<file path="src/rtl/clkrc_pkg.sv">
package clkrc_pkg;

   typedef enum logic [2:0] {
      ST_IDLE,
      ST_ASSERT_RST,
      ST_WRITE,
      ST_WAIT_RDY,
      ST_RELEASE_RST,
      ST_WAIT_LOCK,
      ST_DONE
   } clkrc_state_e;

endpackage

</file>
<file path="src/rtl/clkrc_mode_table.sv">
module clkrc_mode_table #(
   parameter int NUM_MODES = 3,
   parameter int SEL_W     = 2,
   parameter int MULT_W    = 8,
   parameter int DIV_W     = 8,
   parameter int ADDR_W    = 7,
   parameter logic [NUM_MODES*MULT_W-1:0] MULT_TAB = '0,
   parameter logic [NUM_MODES*DIV_W-1:0]  DIV_TAB  = '0,
   parameter logic [NUM_MODES*ADDR_W-1:0] ADDR_TAB = '0
) (
   input  logic [SEL_W-1:0]  sel_i,
   output logic [MULT_W-1:0] mult_o,
   output logic [DIV_W-1:0]  div_o,
   output logic [ADDR_W-1:0] addr_o
);

   logic [MULT_W-1:0] mult_a [NUM_MODES];
   logic [DIV_W-1:0]  div_a  [NUM_MODES];
   logic [ADDR_W-1:0] addr_a [NUM_MODES];

   // unpack the flat parameter vectors, one entry per mode
   for (genvar i = 0; i < NUM_MODES; i++) begin : g_entry
      assign mult_a[i] = MULT_TAB[i*MULT_W +: MULT_W];
      assign div_a[i]  = DIV_TAB[i*DIV_W +: DIV_W];
      assign addr_a[i] = ADDR_TAB[i*ADDR_W +: ADDR_W];
   end

   // entry 0 is the fallback for unused select codes
   always_comb begin
      mult_o = mult_a[0];
      div_o  = div_a[0];
      addr_o = addr_a[0];
      for (int i = 1; i < NUM_MODES; i++) begin
         if (sel_i == SEL_W'(i)) begin
            mult_o = mult_a[i];
            div_o  = div_a[i];
            addr_o = addr_a[i];
         end
      end
   end

endmodule

</file>
<file path="src/rtl/clkrc_lock_timer.sv">
module clkrc_lock_timer #(
   parameter int CNT_W = 16
) (
   input  logic             clk,
   input  logic             rst_n,
   input  logic             run_i,
   input  logic [CNT_W-1:0] limit_i,
   output logic             expire_o
);

   localparam int EXT_W = CNT_W + 1;

   logic [CNT_W-1:0] cnt_q;
   logic [EXT_W-1:0] next_ext;

   always_ff @(posedge clk) begin
      if (!rst_n) begin
         cnt_q <= '0;
      end else if (run_i) begin
         cnt_q <= cnt_q + 1'b1;
      end else begin
         cnt_q <= '0;
      end
   end

   // the current wait cycle is the last allowed one when count+1 reaches the limit
   assign next_ext = {1'b0, cnt_q} + EXT_W'(1);
   assign expire_o = run_i && (next_ext >= {1'b0, limit_i});

endmodule

</file>
<file path="src/rtl/clkrc_seq_fsm.sv">
module clkrc_seq_fsm
   import clkrc_pkg::*;
#(
   parameter int WORD_W = 16,
   parameter int ADDR_W = 7
) (
   input  logic              clk,
   input  logic              rst_n,
   input  logic              start_i,
   input  logic              rdy_i,
   input  logic              lock_i,
   input  logic              expire_i,
   input  logic [WORD_W-1:0] tab_word_i,
   input  logic [ADDR_W-1:0] tab_addr_i,
   output logic              timer_run_o,
   output logic [ADDR_W-1:0] addr_o,
   output logic [WORD_W-1:0] wdata_o,
   output logic              en_o,
   output logic              we_o,
   output logic              synth_rst_o,
   output logic              busy_o,
   output logic              done_o,
   output logic              err_o
);

   clkrc_state_e state_q;
   logic [ADDR_W-1:0] addr_q;
   logic [WORD_W-1:0] word_q;
   logic              err_q;

   always_ff @(posedge clk) begin
      if (!rst_n) begin
         state_q <= ST_IDLE;
         addr_q  <= '0;
         word_q  <= '0;
         err_q   <= 1'b0;
      end else begin
         unique case (state_q)
            ST_IDLE: begin
               if (start_i) begin
                  state_q <= ST_ASSERT_RST;
                  addr_q  <= tab_addr_i;
                  word_q  <= tab_word_i;
                  err_q   <= 1'b0;
               end
            end
            ST_ASSERT_RST:  state_q <= ST_WRITE;
            ST_WRITE:       state_q <= ST_WAIT_RDY;
            ST_WAIT_RDY: begin
               if (rdy_i) state_q <= ST_RELEASE_RST;
            end
            ST_RELEASE_RST: state_q <= ST_WAIT_LOCK;
            ST_WAIT_LOCK: begin
               if (lock_i) begin
                  state_q <= ST_DONE;
               end else if (expire_i) begin
                  state_q <= ST_IDLE;
                  err_q   <= 1'b1;
               end
            end
            ST_DONE:        state_q <= ST_IDLE;
            default:        state_q <= ST_IDLE;
         endcase
      end
   end

   always_comb begin
      en_o        = (state_q == ST_WRITE);
      we_o        = (state_q == ST_WRITE);
      synth_rst_o = (state_q == ST_ASSERT_RST) || (state_q == ST_WRITE) ||
                    (state_q == ST_WAIT_RDY);
      busy_o      = (state_q != ST_IDLE) && (state_q != ST_DONE);
      done_o      = (state_q == ST_DONE);
      timer_run_o = (state_q == ST_WAIT_LOCK);
   end

   assign addr_o  = addr_q;
   assign wdata_o = word_q;
   assign err_o   = err_q;

endmodule

</file>
<file path="src/rtl/clk_reconfig_ctrl.sv">
module clk_reconfig_ctrl #(
   parameter int NUM_MODES = 3,
   parameter int SEL_W     = 2,
   parameter int MULT_W    = 8,
   parameter int DIV_W     = 8,
   parameter int ADDR_W    = 7,
   parameter int CNT_W     = 16,
   parameter logic [NUM_MODES*MULT_W-1:0] MULT_TAB = {8'd43, 8'd64, 8'd59},
   parameter logic [NUM_MODES*DIV_W-1:0]  DIV_TAB  = {8'd24, 8'd25, 8'd24},
   parameter logic [NUM_MODES*ADDR_W-1:0] ADDR_TAB = {7'h52, 7'h51, 7'h50},
   localparam int WORD_W = MULT_W + DIV_W
) (
   input  logic              clk,
   input  logic              rst_n,
   input  logic              start_i,
   input  logic [SEL_W-1:0]  mode_sel_i,
   input  logic              port_rdy_i,
   input  logic              lock_i,
   input  logic [CNT_W-1:0]  lock_limit_i,
   output logic [ADDR_W-1:0] port_addr_o,
   output logic              port_en_o,
   output logic              port_we_o,
   output logic [WORD_W-1:0] port_wdata_o,
   output logic              synth_rst_o,
   output logic              busy_o,
   output logic              done_o,
   output logic              err_o
);

   // elaboration-time parameter checks
   if (NUM_MODES < 1 || NUM_MODES > (1 << SEL_W)) begin : g_bad_modes
      $error("clk_reconfig_ctrl: NUM_MODES does not fit SEL_W");
   end
   if (MULT_W < 1 || DIV_W < 1 || ADDR_W < 1 || CNT_W < 1) begin : g_bad_width
      $error("clk_reconfig_ctrl: field widths must be positive");
   end

   logic [MULT_W-1:0] tab_mult;
   logic [DIV_W-1:0]  tab_div;
   logic [ADDR_W-1:0] tab_addr;
   logic              timer_run;
   logic              expire;

   clkrc_mode_table #(
      .NUM_MODES (NUM_MODES),
      .SEL_W     (SEL_W),
      .MULT_W    (MULT_W),
      .DIV_W     (DIV_W),
      .ADDR_W    (ADDR_W),
      .MULT_TAB  (MULT_TAB),
      .DIV_TAB   (DIV_TAB),
      .ADDR_TAB  (ADDR_TAB)
   ) u_table (
      .sel_i  (mode_sel_i),
      .mult_o (tab_mult),
      .div_o  (tab_div),
      .addr_o (tab_addr)
   );

   clkrc_lock_timer #(
      .CNT_W (CNT_W)
   ) u_timer (
      .clk      (clk),
      .rst_n    (rst_n),
      .run_i    (timer_run),
      .limit_i  (lock_limit_i),
      .expire_o (expire)
   );

   clkrc_seq_fsm #(
      .WORD_W (WORD_W),
      .ADDR_W (ADDR_W)
   ) u_fsm (
      .clk         (clk),
      .rst_n       (rst_n),
      .start_i     (start_i),
      .rdy_i       (port_rdy_i),
      .lock_i      (lock_i),
      .expire_i    (expire),
      .tab_word_i  ({tab_mult, tab_div}),
      .tab_addr_i  (tab_addr),
      .timer_run_o (timer_run),
      .addr_o      (port_addr_o),
      .wdata_o     (port_wdata_o),
      .en_o        (port_en_o),
      .we_o        (port_we_o),
      .synth_rst_o (synth_rst_o),
      .busy_o      (busy_o),
      .done_o      (done_o),
      .err_o       (err_o)
   );

endmodule

</file>
<file path="config.mk">
export PLATFORM = sky130hd
export DESIGN_NAME = clk_reconfig_ctrl
export DESIGN_NICKNAME = d
export VERILOG_FILES = /design/src/rtl/clkrc_pkg.sv /design/src/rtl/clkrc_mode_table.sv /design/src/rtl/clkrc_lock_timer.sv /design/src/rtl/clkrc_seq_fsm.sv /design/src/rtl/clk_reconfig_ctrl.sv
export SDC_FILE = /design/constraint.sdc
export NUM_CORES = 1
export LEC_CHECK = 0
export BUFFER_PORTS_ARGS = -buffer_cell sky130_fd_sc_hd__buf_2
export CORE_ASPECT_RATIO = 1.75
export CORE_MARGIN = 2
export CORE_UTILIZATION = 48
export CTS_BUF_LIST = sky130_fd_sc_hd__clkbuf_4 sky130_fd_sc_hd__clkbuf_8
export CTS_CLUSTER_DIAMETER = 200
export DETAILED_ROUTE_END_ITERATION = 10
export PLACE_DENSITY_LB_ADDON = 0.15
export SLEW_MARGIN = 20
export SYNTH_ARGS = -nofsm -noshare
export SYNTH_HDL_FRONTEND = slang
export SYNTH_SLANG_ARGS = --single-unit
</file>
<file path="constraint.sdc">
create_clock -name clk -period 3 [get_ports clk]
set_input_delay 0.45 -clock clk [delete_from_list [all_inputs] [get_ports clk]]
set_output_delay 0.45 -clock clk [all_outputs]
set_load 0.01 [all_outputs]
</file>
# --- Yosys cells after proc, flatten, opt, wreduce, memory -nomap -nowiden ---
# Index checks and enable logic that the tools add are counted.
classes:
  add_sub_neg: 2
  order_cmp: 1
  mux: 15
  eq_ne: 14
  n_reduce_logical: 11
op_table:
  columns: ["op", "n"]
  rows:
  - ["$pmux W3 S6", 1]
  - ["$add A16 B1 Y17 const B", 1]
  - ["$ge A17 B16 Y1", 1]
  - ["$add A16 B1 Y16 const B", 1]
  - ["$mux W7", 2]
  - ["$mux W3", 4]
  - ["$eq A3 B3 Y1 const B", 3]
  - ["$ne A2 B2 Y1 const B", 4]
  - ["$eq A3 B2 Y1 const B", 2]
  - ["$mux W1", 6]
  - ["$ne A3 B3 Y1 const B", 2]
  - ["$reduce_and A2 Y1", 2]
  - ["$reduce_and A4 Y1", 1]
  - ["$eq A3 B1 Y1 const B", 1]
  - ["$logic_not A3 Y1", 1]
  - ["$reduce_and A3 Y1", 1]
  - ["$reduce_bool A3 Y1", 1]
  - ["$eq A2 B1 Y1 const B", 1]
  - ["$eq A2 B2 Y1 const B", 1]
  - ["$logic_and A1 B1 Y1", 2]
  - ["$logic_or A1 B1 Y1", 2]
  - ["$mux W2", 1]
  - ["$pmux W1 S2", 1]
  - ["$reduce_bool A2 Y1", 1]
word_totals:
  out_inout_bits: 29
  regBits: 43
  in_bits: 23
  wordCells: 48

# --- Longest topological paths before layout ---
logic_depth:
  ltp_word: 6
  mapped_depth: 11
  mapped_depth_nobuf: 11

# --- By module ---
# From an unflattened synthesis, not the netlist that was laid out.
unflattened:
  hier_cells: 289
  hier_area_um2: 2418.6
by_module_without_submodules:
  columns: ["module", "cells_each", "seq_area_each_um2", "area_each_um2", "instances"]
  rows:
  - ["clkrc_lock_timer", 126, 320.3, 1122.3, 1]
  - ["clkrc_seq_fsm", 136, 540.5, 1097.3, 1]
  - ["clkrc_mode_table", 27, 0.0, 198.9, 1]

# --- Least setup slack after synthesis ---
# Ideal clock, no wire load.
synth_path:
  kind: "reg2reg"
  from: "register u_timer.cnt_q[0]"
  to: "register u_fsm.err_q, in the netlist u_fsm.err_o"
  required_ps: 2873
  n_path_buf: 0
  path_stages_with_launch: 12
  period_less_slack_ps: 2864
  arrival_ps: 2737
  setup_ps: 127
  setup_slack_ps: 136
  path_cell_list: "dfxtp_1 > ha_1 > nand2_1 > nor3_2 > and3_1 > xor2_1 > ha_1 > a21o_1 > a221o_1 > a221oi_2 > a21oi_1 > or3_1"
synth_between:
  elab_chain_len: 5
synth_lines:
  columns: ["item", "line_no", "rtl"]
  rows:
  - ["from (decl)", "clkrc_lock_timer.sv:13", "logic [CNT_W-1:0] cnt_q;"]
  - ["from (signal assigned)", "clkrc_lock_timer.sv:20", "cnt_q <= cnt_q + 1'b1;"]
  - ["$add A16 B1 Y17", "clkrc_lock_timer.sv:27", "assign next_ext = {1'b0, cnt_q} + EXT_W'(1);"]
  - ["net u_timer.next_ext[10]", "clkrc_lock_timer.sv:14", "logic [EXT_W-1:0] next_ext;"]
  - ["$ge A17 B16 Y1", "clkrc_lock_timer.sv:28", "assign expire_o = run_i && (next_ext >= {1'b0, limit_i});"]
  - ["$logic_and A1 B1 Y1", "clkrc_lock_timer.sv:28", null]
  - ["$ne A2 B2 Y1 (no source line)", null, null]
  - ["$reduce_and A4 Y1 (no source line)", null, null]
  - ["to (signal assigned)", "clkrc_seq_fsm.sv:36", "err_q <= 1'b0;"]
  - ["to (signal assigned)", "clkrc_seq_fsm.sv:44", "err_q <= 1'b0;"]
  - ["to (signal assigned)", "clkrc_seq_fsm.sv:58", "err_q <= 1'b1;"]
  - ["to (decl)", "clkrc_seq_fsm.sv:29", "logic err_q;"]
# The timed path passes the listed nets, and every way through them passes these cells.
# A chain may end at the register's enable or synchronous reset.

# --- Worst setup path after layout ---
layout_path:
  from: "register u_timer.cnt_q[4]"
  to: "register u_fsm.err_q, in the netlist u_fsm.err_o"
# The elaborated chain is that of the path after synthesis.

==> results by group <==
Min path
  • Min-Delay Path Class: reg2reg
  • Hold Path End: u_timer.cnt_q[0]$_SDFF_PN0_
  • Hold_sp: u_timer.cnt_q[0]$_SDFF_PN0_
  • Hold path cells: 1

Setup path
  • Crit. Startpoint: u_timer.cnt_q[4]$_SDFF_PN0_
  • Worst setup EP type: flip-flop
  • Critical path class: reg2reg
  • CP max FO: 4
  • R2r startpoint: u_timer.cnt_q[4]$_SDFF_PN0_
  • Element type at the critical path start: flip-flop
  • Register-to-register setup slack: 0.18 ns
  • Arrival time worst endpoint: 2.98 ns
  • CP Data Required Time: 3.16 ns
  • R2R depth: 10
  • R2R Path End: u_fsm.err_o$_SDFFE_PN0P_

Logic synthesis
  • Seq/Total Area, Yosys: 0.295
  • Post-Syn Area: 1700 µm²
  • Post-synthesis simple-gate area fraction: 0.226
  • Synth unique cells: 33
  • Main flop type after synthesis: dfxtp_1
  • Area contributors post-synth: dfxtp_1, ha_1, buf_4
  • Post-synthesis compound-gate area fraction: 0.0892
  • Ys async rst share: 0
  • Largest area contributor in the synthesized netlist: dfxtp_1
  • Main combinational cell family by area after synthesis: simple AND/OR/NAND/NOR gates
  • Share of the synthesized area in the top cell type: 0.295
  • Synth Area in XOR/XNOR: 0.0774
  • Number of flops mapped to enable cells by yosys: 0
  • Mean Syn Cell Area: 8.40 µm²
  • YS warnings: 0
  • Post-Synth Adder-Cell Area: 0.147
  • Cell count after synthesis: 202
  • Yosys reg bits: 25
  • Mux contribution to synthesized area: 0.0177

Layout
  • Antenna Cells: 0
  • Share of post-route cells with drive strength above 1: 0.249
  • Fill cell count: 339
  • Final #Nets: 281
  • Syn-to-layout area delta: 14.3%

Detailed routing
  • DRC: 0
  • Avg Vias per Cell: 4.96
  • ANT nets after route: 0
  • WL/cell: 11.3 µm
  • Total Wirelength: 3180 µm
  • DRT Pass-1 Iters: 3
  • Via count: 1398
  • DRT iter0 DRCs: 19

Job
  • Max Cap Viol: 0

Clocking
  • # Post-CTS Setup Buffers: 0
  • Clk_lat worst skew: 0.26 ns
  • Worst-path clk slew: 0.09 ns
  • CTS tree: built
  • Max Buffers Root-to-Sink: 2
  • Cts bufs inserted: 3
  • Clock Sinks: 25
  • H-tree Lvls: 1
  • Clk Tree Root Cell: clkbuf_8

Power and ir drop
  • Clock Power Share: 0.291
  • Cell-internal power: 0.495 mW
  • Switch share: 0.278
  • Reg power frac: 0.526
  • Switch Pwr: 0.191 mW
  • Pwr dens: 353 nW/µm²
  • Logic pwr share: 0.183
  • Power after layout: 0.686 mW
  • Max rail drop VDD: 0.000228 V
  • Static Leak: 1.02 nW

STA
  • Setup TNS: 0 ns
  • Worst setup margin: 0.175 ns
  • Worst-margin pin slew: 0.766 ns
  • Min Tclk post-route: 2.82 ns
  • Worst rel slew slack: 0.488
  • Worst Clk Skew: 0.00700 ns
  • Max-slew violation count: 0
  • Period Utilization, post-route: 0.942
  • Max Fclk: 354 MHz
  • Final count of hold timing violations: 0
  • Final Setup Violations: 0
  • RSZ-0062 raised after global routing: no

Global routing
  • Pin count of the biggest net entering global routing: 17
  • Total track usage: 0.168
  • Remaining global-route overflow: 0
  • Initial antenna violation count: 0
  • First-pass GRT wire length: 5320 µm
  • Vias in the first global route: 1324

Place
  • PortBufs: 41
  • Post-place setup slack: 0.0654 ns
  • Gpl congestion: 0.779
  • Post-DP HPWL: 2640 µm

Floorplan
  • Starting Density: 0.499
  • Top Ports: 52
  • Core Area: 3400 µm²
  • Die width: 48.9 µm
  • Die extent in y: 82.7 µm
  • Die Area: 4040 µm²
  • Site row count: 28

Run status
  • Status: complete, no violations
-- flip-flops by register name, summed over array words and instances (netlist names) --
| register | flops |
|---|---|
| u_fsm.wdata_o | 2 |
| u_timer.cnt_q | 16 |
| u_fsm.addr_o | 3 |
| u_fsm.state_q | 3 |
| u_fsm.err_o | 1 |
-- critical path, stage by stage (launching register included) --
cell,delay [ns]
dfxtp_2,0.36
nand4_1,0.22
nor3_4,0.26
and3_1,0.19
xor2_1,0.19
ha_1,0.28
a21o_1,0.16
a221o_1,0.30
a221oi_2,0.29
a21oi_1,0.10
or3_1,0.36
-- power by group through the flow --
stage | Sequential, mW | Clock, mW | Combinational [mW]
finish | 0.361 | 0.199 | 0.125
global route | 0.363 | 0.220 | 0.141
CTS | 0.361 | 0.207 | 0.128
detailed placement | 0.369 | 0 | 0.127
global placement | 0.369 | 0 | 0.126
floorplan | 0.361 | 0 | 0.112
-- Yosys cell counts (4+ instances only) --
master	n
nand4_1	6
xor2_1	5
nand2_1	13
clkbuf_1	4
xnor2_1	10
nor2b_1	19
nor2_1	9
inv_1	22
a21oi_1	7
nand3_1	8
buf_4	19
dfxtp_1	25
o21ai_0	7
ha_1	20
-- timing repair --
item,CTS,global route
hold buffers,0,0
setup endpoints to repair,0,3
gates resized for setup,0,7
-- worst max-delay path by stage --
| stage | endpoint | slack [ns] |
|---|---|---|
| floorplan | u_fsm.err_o$_SDFFE_PN0P_ | 0.14 |
| global placement | u_fsm.err_o$_SDFFE_PN0P_ | 0.16 |
| detailed placement | u_fsm.err_o$_SDFFE_PN0P_ | 0.07 |
| CTS | u_fsm.err_o$_SDFFE_PN0P_ | 0.05 |
| global route | u_fsm.err_o$_SDFFE_PN0P_ | 0.004 |
| finish | u_fsm.err_o$_SDFFE_PN0P_ | 0.18 |
-- placed cells by master, fill, tap and decap left out, types with 3 or more instances in the layout --
master	n
nand2_1	13
dfxtp_2	4
dfxtp_1	21
ha_1	20
xor2_1	5
conb_1	10
xnor2_1	9
nor2_1	9
a21oi_1	7
mux2i_1	3
nor2b_1	19
inv_1	22
nand3_1	8
o21ai_0	7
and3_1	3
clkbuf_8	3
buf_2	41
buf_4	5
nand4_1	6
-- layer usage --
metal | vias to the layer above | wire [µm] | GRT usage
met5 | - | 0 | 0
met4 | 0 | 59 | 0.0714
met3 | 6 | 106 | 0.0216
met2 | 34 | 1850 | 0.352
met1 | 642 | 1170 | 0.161
li1 | 716 | - | -
-- cell type report --
| class | count | area, µm² | area share |
|---|---|---|---|
| multi-input cells | 140 | 1000 | 0.517 |
| flip-flops and latches | 25 | 505 | 0.261 |
| repair buffers | 46 | 243 | 0.125 |
| inverters | 22 | 82.6 | 0.0426 |
| well taps | 45 | 56.3 | 0.0290 |
| clock buffers | 3 | 41.3 | 0.0213 |
| clock inverters | 1 | 7.51 | 0.00387 |
-- metrics by stage --
step / util / instance area, µm² / hold slack [ns] / std cells
2_1_floorplan: - / 1730 / 0.433 / 211
3_3_place_gp: 0.549 / 1870 / 0.453 / 278
3_5_place_dp: 0.549 / 1870 / 0.455 / 278
4_1_cts: 0.564 / 1920 / 0.477 / 282
5_1_grt: 0.571 / 1940 / 0.488 / 282
6_report: 0.571 / 1940 / 0.441 / 282
-- logic make-up (layout without fill, tap and decap cells) --
| logic type | after synthesis | in the layout |
|---|---|---|
| mux | 3 | 3 |
| simple gates | 69 | 69 |
| xor+xnor | 15 | 15 |
| fa+ha+maj | 20 | 20 |
| flops | 25 | 25 |
| other cells | 1 | 10 |
| compound gates | 23 | 23 |
| buf+inv | 46 | 72 |
(Power assumes the default switching activity.)
